File: config.mk
export PLATFORM = sky130hd
export DESIGN_NAME = perf_event_counters
export DESIGN_NICKNAME = d
export VERILOG_FILES = /design/src/rtl/perf_pkg.sv /design/src/rtl/perf_counter.sv /design/src/rtl/perf_event_select.sv /design/src/rtl/perf_access_port.sv /design/src/rtl/perf_event_counters.sv
export SDC_FILE = /design/constraint.sdc
export NUM_CORES = 1
export LEC_CHECK = 0
export ABC_AREA = 1
export BUFFER_PORTS_ARGS = -buffer_cell sky130_fd_sc_hd__buf_2
export CAP_MARGIN = 20
export CORE_ASPECT_RATIO = 1.75
export CORE_MARGIN = 5
export CORE_UTILIZATION = 35
export DETAILED_ROUTE_END_ITERATION = 12
export SYNTH_ARGS = -nofsm -noshare
export SYNTH_HDL_FRONTEND = slang
export SYNTH_SLANG_ARGS = --single-unit
File: constraint.sdc
create_clock -name clk -period 4.4 [get_ports clk]
set_input_delay 0.88 -clock clk [delete_from_list [all_inputs] [get_ports clk]]
set_output_delay 0.88 -clock clk [all_outputs]
set_load 0.01 [all_outputs]
File: src/rtl/perf_pkg.sv
// Shared constants and the selector field layout for the profiling unit.
// Assumes a 16-bit selector with the event number in the low bits.
package perf_pkg;

    localparam int SEL_W       = 16;
    localparam int EVT_FIELD_W = 6;
    localparam int IDX_CYC     = 'h10;
    localparam int IDX_SEL     = 'h11;
    localparam int IDX_CNT0    = 'h12;

    typedef struct packed {
        logic [6:0]             rsvd;     // kept, no function
        logic                   busy_mode;// 1 = busy cycles, 0 = pulses
        logic                   user_en;  // ring 3
        logic                   sys_en;   // rings 0..2
        logic [EVT_FIELD_W-1:0] evt;      // event line number
    } sel_t;

endpackage

File: src/rtl/perf_counter.sv
// Wide counter with a synchronous load that overrides the increment.
// Assumes the load value is already at counter width; wraps modulo 2^W.
module perf_counter #(
    parameter int W = 64
) (
    input  logic         clk,
    input  logic         rst_n,
    input  logic         load,
    input  logic [W-1:0] load_val,
    input  logic         inc,
    output logic [W-1:0] cnt
);

    // Counter state: reset, load, or step by one.
    always_ff @(posedge clk) begin
        if (!rst_n)    cnt <= '0;
        else if (load) cnt <= load_val;
        else if (inc)  cnt <= cnt + W'(1);
    end

endmodule

File: src/rtl/perf_event_select.sv
// Picks one event line per selector and applies the ring filter and mode.
// Assumes event numbers at or above NUM_EVENTS never fire.
module perf_event_select
    import perf_pkg::*;
#(
    parameter int NUM_EVENTS = 64
) (
    input  logic [NUM_EVENTS-1:0]  evt_pulse,
    input  logic [NUM_EVENTS-1:0]  evt_busy,
    input  logic [1:0]             priv_ring,
    input  logic [EVT_FIELD_W-1:0] evt_num,
    input  logic                   busy_mode,
    input  logic                   sys_en,
    input  logic                   user_en,
    output logic                   inc
);

    localparam int SPAN = 1 << EVT_FIELD_W;

    logic [SPAN-1:0] pulse_pad;
    logic [SPAN-1:0] busy_pad;
    logic            hit;
    logic            ring_ok;

    // Widen the event vectors so any selector value indexes safely.
    always_comb begin
        pulse_pad = SPAN'(evt_pulse);
        busy_pad  = SPAN'(evt_busy);
    end

    // Count qualifier: selected line in the chosen mode, gated by ring.
    always_comb begin
        hit     = busy_mode ? busy_pad[evt_num] : pulse_pad[evt_num];
        ring_ok = (priv_ring == 2'd3) ? user_en : sys_en;
        inc     = hit & ring_ok;
    end

endmodule

File: src/rtl/perf_access_port.sv
// Indexed register port: decodes the index, owns the select register,
// raises load strobes and registers read data and the error flag.
// Assumes DATA_W covers both the counters and the packed selectors.
module perf_access_port
    import perf_pkg::*;
#(
    parameter int NUM_CNT = 2,
    parameter int CNT_W   = 64,
    parameter int DATA_W  = 64,
    parameter int IDX_W   = 8
) (
    input  logic                           clk,
    input  logic                           rst_n,
    input  logic                           acc_valid,
    input  logic                           acc_write,
    input  logic [IDX_W-1:0]               acc_index,
    input  logic [DATA_W-1:0]              acc_wdata,
    input  logic [CNT_W-1:0]               cyc,
    input  logic [NUM_CNT-1:0][CNT_W-1:0]  cnt,
    output logic [NUM_CNT*SEL_W-1:0]       sel,
    output logic [NUM_CNT-1:0]             load,
    output logic [DATA_W-1:0]              rd_data,
    output logic                           acc_err
);

    localparam int              SELR_W = NUM_CNT * SEL_W;
    localparam logic [IDX_W-1:0] A_CYC = IDX_W'(IDX_CYC);
    localparam logic [IDX_W-1:0] A_SEL = IDX_W'(IDX_SEL);
    localparam logic [IDX_W-1:0] A_C0  = IDX_W'(IDX_CNT0);
    localparam logic [IDX_W-1:0] A_CE  = IDX_W'(IDX_CNT0 + NUM_CNT);

    logic              legal;
    logic              sel_we;
    logic [DATA_W-1:0] rd_next;
    logic              err_next;

    // Index decode, write strobes and read mux for this cycle's request.
    always_comb begin
        legal    = (acc_index == A_CYC) || (acc_index == A_SEL) ||
                   ((acc_index >= A_C0) && (acc_index < A_CE));
        rd_next  = '0;
        err_next = 1'b0;
        sel_we   = 1'b0;
        load     = '0;
        if (acc_valid) begin
            if (!legal) begin
                err_next = 1'b1;
            end else if (acc_write) begin
                sel_we = (acc_index == A_SEL);
                for (int k = 0; k < NUM_CNT; k++)
                    load[k] = (acc_index == IDX_W'(IDX_CNT0 + k));
            end else begin
                if (acc_index == A_CYC) rd_next = DATA_W'(cyc);
                if (acc_index == A_SEL) rd_next = DATA_W'(sel);
                for (int k = 0; k < NUM_CNT; k++)
                    if (acc_index == IDX_W'(IDX_CNT0 + k))
                        rd_next = DATA_W'(cnt[k]);
            end
        end
    end

    // Packed selector register, written whole from the low data bits.
    always_ff @(posedge clk) begin
        if (!rst_n)      sel <= '0;
        else if (sel_we) sel <= acc_wdata[SELR_W-1:0];
    end

    // Registered response: data or zero, plus the one-cycle error flag.
    always_ff @(posedge clk) begin
        if (!rst_n) begin
            rd_data <= '0;
            acc_err <= 1'b0;
        end else begin
            rd_data <= rd_next;
            acc_err <= err_next;
        end
    end

endmodule

File: src/rtl/perf_event_counters.sv
// Top of the profiling unit: cycle counter, NUM_CNT selectable event
// counters and the indexed register port that reaches them.
// Assumes events are sampled synchronously to clk.
module perf_event_counters
    import perf_pkg::*;
#(
    parameter int NUM_EVENTS = 64,
    parameter int NUM_CNT    = 2,
    parameter int CNT_W      = 64,
    parameter int DATA_W     = 64,
    parameter int IDX_W      = 8
) (
    input  logic                  clk,
    input  logic                  rst_n,
    input  logic [NUM_EVENTS-1:0] evt_pulse,
    input  logic [NUM_EVENTS-1:0] evt_busy,
    input  logic [1:0]            priv_ring,
    input  logic                  acc_valid,
    input  logic                  acc_write,
    input  logic [IDX_W-1:0]      acc_index,
    input  logic [DATA_W-1:0]     acc_wdata,
    output logic [DATA_W-1:0]     rd_data,
    output logic                  acc_err
);

    logic [CNT_W-1:0]              cyc_q;
    logic [NUM_CNT*SEL_W-1:0]      sel_q;
    logic [NUM_CNT-1:0]            load_vec;
    logic [NUM_CNT-1:0]            inc_vec;
    logic [NUM_CNT-1:0][CNT_W-1:0] cnt_bus;

    perf_counter #(.W(CNT_W)) u_cyc (
        .clk      (clk),
        .rst_n    (rst_n),
        .load     (1'b0),
        .load_val ('0),
        .inc      (1'b1),
        .cnt      (cyc_q)
    );

    perf_access_port #(
        .NUM_CNT (NUM_CNT),
        .CNT_W   (CNT_W),
        .DATA_W  (DATA_W),
        .IDX_W   (IDX_W)
    ) u_port (
        .clk       (clk),
        .rst_n     (rst_n),
        .acc_valid (acc_valid),
        .acc_write (acc_write),
        .acc_index (acc_index),
        .acc_wdata (acc_wdata),
        .cyc       (cyc_q),
        .cnt       (cnt_bus),
        .sel       (sel_q),
        .load      (load_vec),
        .rd_data   (rd_data),
        .acc_err   (acc_err)
    );

    for (genvar g = 0; g < NUM_CNT; g++) begin : g_cnt
        sel_t cfg;

        // Slice this counter's selector out of the packed register.
        always_comb cfg = sel_t'(sel_q[g*SEL_W +: SEL_W]);

        perf_event_select #(.NUM_EVENTS(NUM_EVENTS)) u_sel (
            .evt_pulse (evt_pulse),
            .evt_busy  (evt_busy),
            .priv_ring (priv_ring),
            .evt_num   (cfg.evt),
            .busy_mode (cfg.busy_mode),
            .sys_en    (cfg.sys_en),
            .user_en   (cfg.user_en),
            .inc       (inc_vec[g])
        );

        perf_counter #(.W(CNT_W)) u_evt (
            .clk      (clk),
            .rst_n    (rst_n),
            .load     (load_vec[g]),
            .load_val (acc_wdata[CNT_W-1:0]),
            .inc      (inc_vec[g]),
            .cnt      (cnt_bus[g])
        );
    end

endmodule

### Yosys cells after proc, flatten, opt, wreduce, memory -nomap -nowiden

Index checks and enable logic that the tools add are counted.

* memory bits (read-only): 0
* memories kept: 0
* word-level logic and storage cells: 57
* bits in latches: 0
* register bits: 289
* input port bits: 206
* bits in writable memories: 0

* muxes and demuxes: 27
* divide/modulo/power cells: 0
* reduce and logical (&&, ||, !) cells: 7
* order comparisons: 4
* equal/unequal tests: 5
* shift operators: 0
* $add $sub $neg: 3
* multipliers: 0
* bitwise operators: 5

Operator list (number)
* $mux W64: 8
* $add A64 B1 Y64 const B: 3
* $eq A8 B5 Y1 const B: 4
* $bmux W1 S6: 4
* $lt A6 B7 Y1 const B: 2
* $mux W1: 12
* $ge A8 B5 Y1 const B: 1
* $lt A8 B5 Y1 const B: 1
* $mux W2: 3
* $reduce_bool A2 Y1: 2
* $reduce_or A4 Y1: 1
* $not A1 Y1: 3
* $and A1 B1 Y1: 2
* $eq A2 B2 Y1 const B: 1
* $logic_or A1 B1 Y1: 2
* $reduce_and A2 Y1: 1
* $logic_and A1 B1 Y1: 1

### Longest topological paths before layout

* depth in word-level cells: 6
* mapped depth: 18
* depth with buffers taken out: 15

### Modules after synthesis

Synthesis repeated with hierarchy kept, for this count alone.

* cells, all modules: 3417
* area total of the unflattened synthesis: 20986.4 µm²

Modules (own cells, without submodules)
* perf_counter: times used 3, area each 4526.8 µm², cells each 710
* perf_access_port: times used 1, area each 4703.3 µm², cells each 689
* perf_event_select: times used 2, area each 1347.5 µm², cells each 298
* perf_event_counters: times used 1, area each 7.5 µm², cells each 2

### Worst setup path after synthesis

OpenSTA, ideal clock, no wires.

* kind: input -> register
* start point: input port acc_index[5]
* end point: register g_cnt[1].u_evt.cnt[12]
* path buffers: 2
* cell stages on the path: 13
* setup slack: 1.970 ns
* library setup time: 0.070 ns
* arrival time: 2.359 ns
* cell sequence: nor3_1 > nand2_1 > inv_2 > nand2_2 > nor2_4 > inv_2 > nor2_4 > inv_2 > buf_2 > buf_2 > o22ai_1 > nand2_1 > a21oi_1

* longest elaborated chain between the ends: 6
* elaborated cells on any way between the ends: 13
* classes of those cells: order compare: 2; eq/ne: 3; mux: 4; reduce/logical: 4

RTL lines
* start: declaration: line perf_event_counters.sv:20 `input logic [IDX_W-1:0] acc_index,`
* $ge A8 B5 Y1, or another cell as far along: line perf_access_port.sv:40 `((acc_index >= A_C0) && (acc_index < A_CE));`
* $logic_and A1 B1 Y1 / $logic_or A1 B1 Y1 (equally long branches): line perf_access_port.sv:40, perf_access_port.sv:39
* $logic_or A1 B1 Y1: line perf_access_port.sv:39 `legal = (acc_index == A_CYC) || (acc_index == A_SEL) ||`
* $mux W2 *: line perf_access_port.sv:46 `if (!legal) begin`
* $mux W2 *: line perf_access_port.sv:45 `if (acc_valid) begin`
* $mux W64 / $reduce_bool A2 Y1 (equally long branches)
* end signal: assignment: line perf_counter.sv:17 `else if (load) cnt <= load_val;`
* end signal: assignment: line perf_counter.sv:18 `else if (inc) cnt <= cnt + W'(1);`
* end: declaration: line perf_counter.sv:11 `output logic [W-1:0] cnt`

Every way passes the cells marked *; elsewhere a longest branch is shown, timed or not.
A chain may end at the register's enable or synchronous reset.

### Worst setup path after layout

* start point: register u_port.sel[16]
* end point: register g_cnt[1].u_evt.cnt[49]

* longest elaborated chain between the ends: 5
* elaborated cells on any way between the ends: 7
* classes of those cells: mux: 5; bitwise: 1; reduce/logical: 1

RTL lines
* start: declaration: line perf_access_port.sv:20 `output logic [NUM_CNT*SEL_W-1:0] sel,`
* start signal: assignment: line perf_access_port.sv:65 `else if (sel_we) sel <= acc_wdata[SELR_W-1:0];`
* $bmux W1 S6: line perf_event_select.sv:33 `hit = busy_mode ? busy_pad[evt_num] : pulse_pad[evt_num];`
* $mux W1 (implied by the code): line perf_event_select.sv:33
* $mux W1 *: line perf_event_select.sv:33
* $and A1 B1 Y1 *: line perf_event_select.sv:35 `inc = hit & ring_ok;`
* $reduce_bool A2 Y1 (no line) *

Every way passes the cells marked *; elsewhere a longest branch is shown, timed or not. The select of a mux whose other input is x is not followed.

==> results <==
- Gates resized during post-CTS repair numbered 0.
- Data on the critical path is required at its endpoint by 4.85 ns.
- In the synthesized netlist the async set-or-reset flop fraction comes to 0%.
- The completed layout was analyzed and its total power is 5810 µW.
- The most used flip-flop cell after synthesis is sky130_fd_sc_hd__dfxtp_1.
- TritonCTS created 29 clock buffers.
- For the worst-skew pair, the clock arrives at the later sink with an insertion delay of 0.59 ns.
- The area growth from synthesis to layout is 14.7%.
- The number of antenna violations at the first check in global routing is 4.
- The path with the worst hold slack has its endpoint at u_port.sel[25].
- After clock tree synthesis, the clock-pin slew on the worst setup and hold paths is 0.07 ns.
- The master cell of the clock root buffer is sky130_fd_sc_hd__clkbuf_16.
- After technology mapping, the gate count stands at 3280.
- The final antenna-violating net count is 0.
- The count of port buffers added during placement is 270.
- The run finished with clean final reports.
- The clock tree from TritonCTS is built.
- For this run, the register share of the synthesized area comes to 29.2%.
- The number of global-route vias before repair came to 22.5k.
- The synthesized netlist net count is 3489.
- The count of boundary I/O pins is 271.
- The count of standard-cell rows is 115.
- The number of hold-slack violations in the final timing report is 0.
- CTS built an H-tree with a depth of 1.
- The total die area is 61800 µm².
- The final route contains 23.4k vias.
- The library cells used most frequently in the layout, excluding fill and tap cells, are sky130_fd_sc_hd__nand2_1 (878), sky130_fd_sc_hd__nand3_1 (421), sky130_fd_sc_hd__inv_1 (338).
- A synthesized cell averages 6.05 µm².
- Before antenna repair, the detailed router went through 6 iterations.
- The overall fraction of global-route tracks in use is 29.2%.
- The detailed-route DRC error count is 0.
- On the critical path the largest part of the delay comes from buffers and inverters.
- The clock sink count is 289.
- After clock tree synthesis, the flow added hold-fix buffers numbering 0.
- Entering global routing, the biggest net connects 79 pins.
- The wire length of the first global-routing pass is 139000 µm.
- The area inside the core boundary is 56300 µm².
- The most common cell after layout, fill and taps aside is sky130_fd_sc_hd__nand2_1.
- Of the available clock period, the critical path in the final layout requires 76.6%.
- Max-cap violations in this run came to 0.
- The reported leakage power is 0.00827 µW.
- The count of flip-flops with a built-in enable after synthesis is 0.
- The worst voltage drop across the vdd grid is 0.256 mV.
- The clock arrives with 0.0120 ns of skew.
- Routability-driven placement finished with a final weighted congestion of 1.02.
- The standard cell with the maximum stage delay on the critical path is sky130_fd_sc_hd__clkinv_1.
- For this configuration, the core starts out at a cell density of 35.3%.
- During synthesis, Yosys emitted a total of 0 warnings.
- The final setup violation count is 0.
- The startpoint kind of the worst setup timing path is a flop.
- The post-CTS setup buffer count is 0.
- The number of filler instances in the final layout is 6354.
- The ratio of routed vias to standard cells is 5.54.
- The path type of the worst min-delay path is flop to flop.
- The relative slew slack is 29.5%.
- The slew at the pin with the worst max-slew slack is 1.05 ns.
- The worst flop-to-flop path startpoint is u_port.sel[16].
- Summing every instance area after synthesis gives 19800 µm².
- The worst hold path startpoint is u_port.sel[25].
- Setup repair after global routing left no endpoint under its margin.
- The capturing element type of the critical path is a flop.
- The worst register-to-register path ends at g_cnt[1].u_evt.cnt[49].
- The number of slew-limit violations in the final report is 0.
- Counting cells, the worst reg-to-reg path comes to 15.
- The power density normalized to cell area is 255 nW/µm².
- The summed negative setup slack over all endpoints is 0 ns.
- The cell depth of the worst hold path is 2.
- The delay contributed by the slowest stage of the critical path is 0.80 ns.
- At the worst endpoint, the arrival time is 3.82 ns.
- Traced cell by cell, the critical path runs through clkinv_1 > buf_12 > nand2_1 > nand3_1 > nand3_1 > nand3_1 > nand2_1 > nand2_1 > nand3_1 > nand3_1 > nand3_2 > nand2_2 > buf_4 > nand2_1 > a21oi_1.
- The clock passes through at most 3 buffers.
- The count of different cell masters after synthesis is 45.
- Measured along the x axis, the die boundary spans 190 µm.
- The register bit total from synthesis is 289.
- The maximum fanout along the worst path is 64.
- In the final routed layout, each cell accounts on average for 22.7 µm.
- The fraction of layout cells with a size suffix above 1 is 11.7%.
- The upper clock frequency limit is 0.297 GHz.
- The total global routing overflow is 0.
- The wire-length estimate of the detail-placed layout is 75500 µm.
- The height of the die is 325 µm.
- The final core utilization is 40.5%.
- The number of nets in the layout is 3652.
- The slack of the worst reg-to-reg path is 1.03 ns.
- By startpoint and endpoint, the worst setup path is classified as flop to flop.
- The clock period minus worst slack is 3.37 ns.
- The critical path contains buffers and inverters numbering 3 combined.
- The number of DRC markers in iteration 0 is 2112.
- For this block, the routed nets add up to 95800 µm of wire.
- The cell that appears most often on the critical path is sky130_fd_sc_hd__nand3_1.
## cell type report
type	count	area, µm²	share of cell area (%)
diodes	1	2.50	0.0110
clock inverters	17	264	1.16
inverters	354	1330	5.86
repair buffers	306	1700	7.45
well taps	760	951	4.18
flip-flops and latches	289	5790	25.4
multi-input cells	2463	11900	52.4
clock buffers	37	806	3.54
## layer usage
metal  global-route usage (%)  vias up  wire [µm]
li1                         -    11200          -
met1                     30.7    10800      33500
met2                     51.4     1108      46200
met3                     3.65      329       6090
met4                     24.1        4       9990
met5                        0        -         21
## state kept, by name (all words and copies together), names as in the netlist
signal	count
g_cnt.u_evt.cnt	128
u_cyc.cnt	64
u_port.acc_err	1
u_port.rd_data	64
u_port.sel	32
## power by group
group | internal, µW | switching [µW]
registers | 2620 | 3.24
clock network | 1660 | 1190
logic | 116 | 220
total | 4390 | 1420
## worst max path at each step
stage,from,endpoint,depth (start not counted)
6_report,u_port.sel[16],g_cnt[1].u_evt.cnt[49],15
5_1_grt,u_port.sel[16],g_cnt[1].u_evt.cnt[57],14
4_1_cts,u_port.sel[16],g_cnt[1].u_evt.cnt[49],15
3_5_place_dp,acc_index[5],g_cnt[1].u_evt.cnt[12],14
3_3_place_gp,acc_index[5],g_cnt[1].u_evt.cnt[12],14
2_1_floorplan,acc_index[5],g_cnt[1].u_evt.cnt[12],13
## cells by family after synthesis
kind of cell | share of synthesized area [%]
simple gates | 40.7
buf+inv | 10.9
compound gates | 14.2
flops | 29.2
xor+xnor | 4.77
fa+ha+maj | 0.189
## stage by stage
stage	std cells	worst slack (ns)	cell area, µm²	hold slack (ns)
final	4227	1.03	22800	0.451
after global routing	4226	0.829	22800	0.474
after CTS	4226	1.11	22800	0.451
after detailed placement	4172	1.06	21700	0.440
after global placement	4172	1.09	21700	0.436
after floorplan	3280	1.97	19800	0.423
## cells in the mapped netlist, types with 5 or more instances
library cell / count / area [µm²]
sky130_fd_sc_hd__a21oi_1: 196 / 981
sky130_fd_sc_hd__a221oi_1: 30 / 263
sky130_fd_sc_hd__and3_1: 5 / 31.3
sky130_fd_sc_hd__buf_1: 12 / 45.0
sky130_fd_sc_hd__buf_2: 53 / 265
sky130_fd_sc_hd__buf_4: 18 / 135
sky130_fd_sc_hd__buf_6: 7 / 78.8
sky130_fd_sc_hd__clkbuf_1: 84 / 315
sky130_fd_sc_hd__clkinv_1: 7 / 26.3
sky130_fd_sc_hd__dfxtp_1: 289 / 5790
sky130_fd_sc_hd__inv_1: 339 / 1270
sky130_fd_sc_hd__inv_2: 8 / 30.0
sky130_fd_sc_hd__nand2_1: 881 / 3310
sky130_fd_sc_hd__nand2_2: 6 / 37.5
sky130_fd_sc_hd__nand3_1: 422 / 2110
sky130_fd_sc_hd__nand3b_1: 8 / 60.1
sky130_fd_sc_hd__nand4_1: 67 / 419
sky130_fd_sc_hd__nor2_1: 274 / 1030
sky130_fd_sc_hd__nor2_2: 9 / 56.3
sky130_fd_sc_hd__nor2_4: 6 / 67.6
sky130_fd_sc_hd__nor3_1: 117 / 586
sky130_fd_sc_hd__nor3b_1: 9 / 67.6
sky130_fd_sc_hd__nor4_1: 23 / 144
sky130_fd_sc_hd__o21ai_0: 200 / 1000
sky130_fd_sc_hd__o21ai_1: 8 / 40.0
sky130_fd_sc_hd__o221ai_1: 30 / 263
sky130_fd_sc_hd__o22ai_1: 29 / 181
sky130_fd_sc_hd__or2_2: 5 / 31.3
sky130_fd_sc_hd__xnor2_1: 26 / 228
sky130_fd_sc_hd__xor2_1: 82 / 718
## worst min-delay path, stage by stage, from the launching register on
cell                      delay (ns)
sky130_fd_sc_hd__dfxtp_1        0.31
sky130_fd_sc_hd__inv_1          0.05
sky130_fd_sc_hd__a21oi_1        0.05
Note: power is estimated with default switching activity, not from simulation.
